## src/rtl/lc_pkg.sv

```systemverilog
package lc_pkg;

  localparam int MODE_W = 2;

  typedef enum logic [MODE_W-1:0] {
    LC_NRZ  = 2'b00,
    LC_NRZI = 2'b01,
    LC_FM1  = 2'b10,
    LC_FM0  = 2'b11
  } lc_mode_e;

  // Line level right after a cell boundary.
  function automatic logic enc_start(lc_mode_e m, logic d, logic cur);
    logic nxt;
    case (m)
      LC_NRZ:  nxt = d;
      LC_NRZI: nxt = d ? cur : ~cur;
      default: nxt = ~cur;
    endcase
    return nxt;
  endfunction

  // Line level right after mid-cell.
  function automatic logic enc_mid(lc_mode_e m, logic d, logic cur);
    logic nxt;
    case (m)
      LC_FM1:  nxt = d ? ~cur : cur;
      LC_FM0:  nxt = d ? cur : ~cur;
      default: nxt = cur;
    endcase
    return nxt;
  endfunction

  // Bit recovered from the samples of one completed cell.
  function automatic logic dec_bit(lc_mode_e m, logic end_lvl,
                                   logic mid_lvl, logic prev_end);
    logic b;
    case (m)
      LC_NRZ:  b = end_lvl;
      LC_NRZI: b = (end_lvl == prev_end);
      LC_FM1:  b = (mid_lvl != end_lvl);
      default: b = (mid_lvl == end_lvl);
    endcase
    return b;
  endfunction

endpackage

```

## src/rtl/lc_mode_reg.sv

```systemverilog
module lc_mode_reg
  import lc_pkg::*;
(
  input  logic              clk,
  input  logic              rst_n,
  input  logic              bit_stb,
  input  logic [MODE_W-1:0] mode_sel,
  output lc_mode_e          cell_mode
);

  always_ff @(posedge clk or negedge rst_n) begin
    if (!rst_n)       cell_mode <= LC_NRZ;
    else if (bit_stb) cell_mode <= lc_mode_e'(mode_sel);
  end

endmodule

```

## src/rtl/lc_encoder.sv

```systemverilog
module lc_encoder
  import lc_pkg::*;
(
  input  logic              clk,
  input  logic              rst_n,
  input  logic              bit_stb,
  input  logic              half_stb,
  input  logic [MODE_W-1:0] mode_sel,
  input  lc_mode_e          cell_mode,
  input  logic              tx_data,
  output logic              tx_line
);

  logic cell_bit;

  always_ff @(posedge clk or negedge rst_n) begin
    if (!rst_n) begin
      tx_line  <= 1'b0;
      cell_bit <= 1'b0;
    end else if (bit_stb) begin
      cell_bit <= tx_data;
      tx_line  <= enc_start(lc_mode_e'(mode_sel), tx_data, tx_line);
    end else if (half_stb) begin
      tx_line  <= enc_mid(cell_mode, cell_bit, tx_line);
    end
  end

endmodule

```

## src/rtl/lc_decoder.sv

```systemverilog
module lc_decoder
  import lc_pkg::*;
(
  input  logic     clk,
  input  logic     rst_n,
  input  logic     bit_stb,
  input  logic     half_stb,
  input  lc_mode_e cell_mode,
  input  logic     rx_line,
  output logic     rx_data,
  output logic     rx_valid
);

  logic mid_lvl;
  logic prev_end;
  logic primed;

  always_ff @(posedge clk or negedge rst_n) begin
    if (!rst_n) begin
      mid_lvl  <= 1'b0;
      prev_end <= 1'b0;
      primed   <= 1'b0;
      rx_data  <= 1'b0;
      rx_valid <= 1'b0;
    end else begin
      rx_valid <= 1'b0;
      if (half_stb) mid_lvl <= rx_line;
      if (bit_stb) begin
        prev_end <= rx_line;
        primed   <= 1'b1;
        if (primed) begin
          rx_data  <= dec_bit(cell_mode, rx_line, mid_lvl, prev_end);
          rx_valid <= 1'b1;
        end
      end
    end
  end

endmodule

```

## src/rtl/line_codec.sv

```systemverilog
module line_codec
  import lc_pkg::*;
(
  input  logic       clk,
  input  logic       rst_n,
  input  logic [1:0] mode_sel,
  input  logic       bit_stb,
  input  logic       half_stb,
  input  logic       tx_data,
  output logic       tx_line,
  input  logic       rx_line,
  output logic       rx_data,
  output logic       rx_valid
);

  lc_mode_e cell_mode;

  lc_mode_reg u_mode (
    .clk(clk), .rst_n(rst_n), .bit_stb(bit_stb),
    .mode_sel(mode_sel), .cell_mode(cell_mode)
  );

  lc_encoder u_enc (
    .clk(clk), .rst_n(rst_n), .bit_stb(bit_stb), .half_stb(half_stb),
    .mode_sel(mode_sel), .cell_mode(cell_mode), .tx_data(tx_data),
    .tx_line(tx_line)
  );

  lc_decoder u_dec (
    .clk(clk), .rst_n(rst_n), .bit_stb(bit_stb), .half_stb(half_stb),
    .cell_mode(cell_mode), .rx_line(rx_line),
    .rx_data(rx_data), .rx_valid(rx_valid)
  );

endmodule

```

## config.mk

```make
export PLATFORM = sky130hd
export DESIGN_NAME = line_codec
export DESIGN_NICKNAME = d
export VERILOG_FILES = /design/src/rtl/lc_pkg.sv /design/src/rtl/lc_mode_reg.sv /design/src/rtl/lc_encoder.sv /design/src/rtl/lc_decoder.sv /design/src/rtl/line_codec.sv
export SDC_FILE = /design/constraint.sdc
export NUM_CORES = 1
export LEC_CHECK = 0
export ABC_AREA = 1
export BUFFER_PORTS_ARGS = -buffer_cell sky130_fd_sc_hd__buf_2
export CAP_MARGIN = 20
export CORE_AREA = 2 2 39 41
export DETAILED_ROUTE_END_ITERATION = 12
export DIE_AREA = 0 0 41 43
export SYNTH_ARGS = -nofsm -noshare
export SYNTH_HDL_FRONTEND = slang
export SYNTH_SLANG_ARGS = --single-unit
```

## constraint.sdc

```tcl
create_clock -name clk -period 0.9 [get_ports clk]
set_input_delay 0.045 -clock clk [delete_from_list [all_inputs] [get_ports clk]]
set_output_delay 0.045 -clock clk [all_outputs]
set_load 0.05 [all_outputs]
```

==> metrics.cfg <==
[synthesis]
syn_inst = 56
ys_seq_area_frac = 0.525
ys_warn_count = 0
synth.distinct_cells = 12
synth_nets = 64
netlist_area_um2 = 429
ys_ff_latch = 9
syn_avg_cell_area_um2 = 7.66

[sta]
skew_ns = 0.00983
tns_ns = -0.0916
finalHoldViolCount = 0
max_freq_mhz = 1060
fin_ws_ns = -0.0468
relSlewSlack = 0.863
rsz0062_at_grt = true
worstMarginPinSlew_ns = 0.205
setup_viol = 2
period_needed_ns = 0.947
fin_crit_sh = 1.05
slew_violations = 0

[floorplanning]
rows = 14
die_x_um = 41
core_um2 = 1380
io-pin-count = 11
start_util = 0.310
die-area_um2 = 1760
die_y_um = 43

[clock_network]
clock_latency_ns = 0.27
cts.reportedPaths.clkPinSlew_ns = 0.07
clock_sinks = 9
h-tree-depth = 1
root_buffer = clkbuf_4
clockBufferDepth = 2
cts_made_buffers = 3
cts_tree = done

[critical_path]
crit_end = u_enc.tx_line
startpoint = u_mode.cell_mode[1]
criticalPathCategory = register to register
critPathSlowestCell = dfrtp_1
cp-end-kind = register
cp.buffers_inverters = 1
rr_endpoint = u_enc.tx_line
critPathLaunchType = register
cp_data_arrival_time_ns = 1.10
crit_cells = 7
ff2ff_path_depth = 7
cpLargestDelayFamily = flip-flops
path_cells = inv_2, nand2_2, nand2_2, nor2_2, nand2_1, nand2_1, nand2_1
slowest_delay_ns = 0.39
worstPathMaxFanout = 4
critPathMostFrequentCell = nand2_1
worstPathRequired_ns = 1.05
rr_startpoint = u_mode.cell_mode[1]
rrSetupSlack_ns = -0.05

[pwr]
p_leak_nw = 0.329
ir_worst_vdd_mv = 0.571
p_per_area_nw_per_um2 = 1850

[global_route]
grt_max_degree = 10
antenna_found_initial = 0
grt_pass1_wl_mm = 1.49
grt_overflow = 0
grt_pass1_vias = 378
grt_use_total = 0.128

[run_status]
status = finished with violations
violations = negative setup slack

[run]
maxCapViolCount = 0

[detailed_routing]
dr.pass1.iters = 4
avgRoutedWirePerCell_um = 10.0
drt_iter0_drc = 13
drt-total-wl_um = 922
postRouteAntennaNets = 0
post_drt_via_cell_ratio = 4.48
drc = 0
via_count = 412

[layout]
multi_input_area_um2 = 184
syn_to_final_growth_pct = 42.0
fin_util = 0.440
drive_gt1_frac = 0.382
fin_cells = 92
nFillCells = 151
antenna_cells = 0
nNetsFinal = 85
regArea_um2 = 226

[placed_design]
dp_hpwl_um = 647
gp_congestion = 0.716
dp_cells = 83
io_buffers = 10

[worst_hold_path]
min_path_cells = 3
hold_path.class = input pin to register

-- metal layers --
layer  up-vias  share of wire  GRT usage
met2        12           0.50      0.200
met3         2          0.042     0.0314
met1       182           0.44      0.147
met4         0          0.018     0.0800
met5         -              0          0
li1        216              -          -
-- sequential cells by signal, summed over array words and instances (netlist names) --
name / flops
u_dec.primed: 1
u_enc.cell_bit: 1
u_dec.mid_lvl: 1
u_dec.prev_end: 1
u_mode.cell_mode: 2
u_dec.rx_valid: 1
u_enc.tx_line: 1
u_dec.rx_data: 1
-- worst min path at each step --
stage,start,slack (ns),to
global placement,rst_n,-0.09,u_dec.rx_valid
detailed placement,rst_n,-0.09,u_dec.rx_valid
finish,mode_sel[0],0.02,u_mode.cell_mode[0]
CTS,mode_sel[0],0.02,u_mode.cell_mode[0]
global route,mode_sel[0],0.03,u_mode.cell_mode[0]
floorplan,rst_n,-0.25,u_dec.mid_lvl
-- worst min-delay path, stage by stage --
cell and delay (ns):
buf_2 0.10, nand2_1 0.05, o21ai_0 0.06
-- through the flow --
stage	setup WS (ns)	hold slack, ns	instance area, um^2	power, W
4_1_cts	-0.0306	0.0179	597	0.00112
3_5_place_dp	-0.0533	-0.0930	508	0.000758
6_report	-0.0468	0.0161	609	0.00113
3_3_place_gp	-0.0276	-0.0925	508	0.000753
2_1_floorplan	0.00120	-0.251	430	0.000674
5_1_grt	-0.150	0.0253	609	0.00119
-- cells in the mapped netlist --
master   instances  area [um^2]
nand2_1         18         67.6
nor2_1           2         7.51
o21a_1           1         7.51
nor2_2           1         6.26
a21oi_1          1         5.00
nand2_2          1         6.26
o21ai_0          4         20.0
nand3_1          8         40.0
inv_2            1         3.75
or2_2            1         6.26
dfrtp_1          9          225
inv_1            9         33.8
-- kinds of logic after synthesis --
kind of cell / after synthesis / share of synthesized area
AO/OA/AOI/OAI: 6 / 0.0758
AND/OR/NAND/NOR: 31 / 0.312
buffers and inverters: 10 / 0.0874
flip-flops: 9 / 0.525
-- layout by cell type (no fill, tap or decap) --
cell type | synthesis | layout
or2_2 | 1 | 1
inv_1 | 9 | 7
clkbuf_4 | 0 | 3
dfrtp_2 | 0 | 1
a21oi_1 | 1 | 1
nand3_2 | 0 | 2
nand3_1 | 8 | 6
nand2_1 | 18 | 15
buf_2 | 0 | 7
inv_2 | 1 | 3
dfrtp_1 | 9 | 8
nand2_2 | 1 | 4
nor2_2 | 1 | 1
nor2_1 | 2 | 2
o21a_1 | 1 | 1
buf_6 | 0 | 1
buf_4 | 0 | 5
o21ai_0 | 4 | 3
clkinv_2 | 0 | 1
o21ai_1 | 0 | 1
dlygate4sd3_1 | 0 | 3
-- area by class of cell --
cell class                 count  share of cell area
sequential                     9               0.372
clock buffer                   3              0.0370
inverter                      10              0.0616
tap                           16              0.0329
clock inverter                 1             0.00821
timing repair buffer          16               0.187
multi-input combinational     37               0.302
-- power by group --
| group | total [W] | internal, W | switching (W) |
|---|---|---|---|
| clock | 0.000313 | 0.000164 | 0.000149 |
| sequential | 0.000486 | 0.000452 | 0.0000342 |
| combinational | 0.000328 | 0.000127 | 0.000200 |
| total | 0.00113 | 0.000743 | 0.000384 |
-- repair_timing --
item                                   in CTS  in global routing
pin swaps                                   0                  2
endpoints found under the hold margin      11                  0
resized for setup                           7                  5
setup endpoints to repair                   4                  5
setup buffers                               2                  0
hold buffers                                3                  0
No activity file was read; power rests on OpenSTA's default activity.
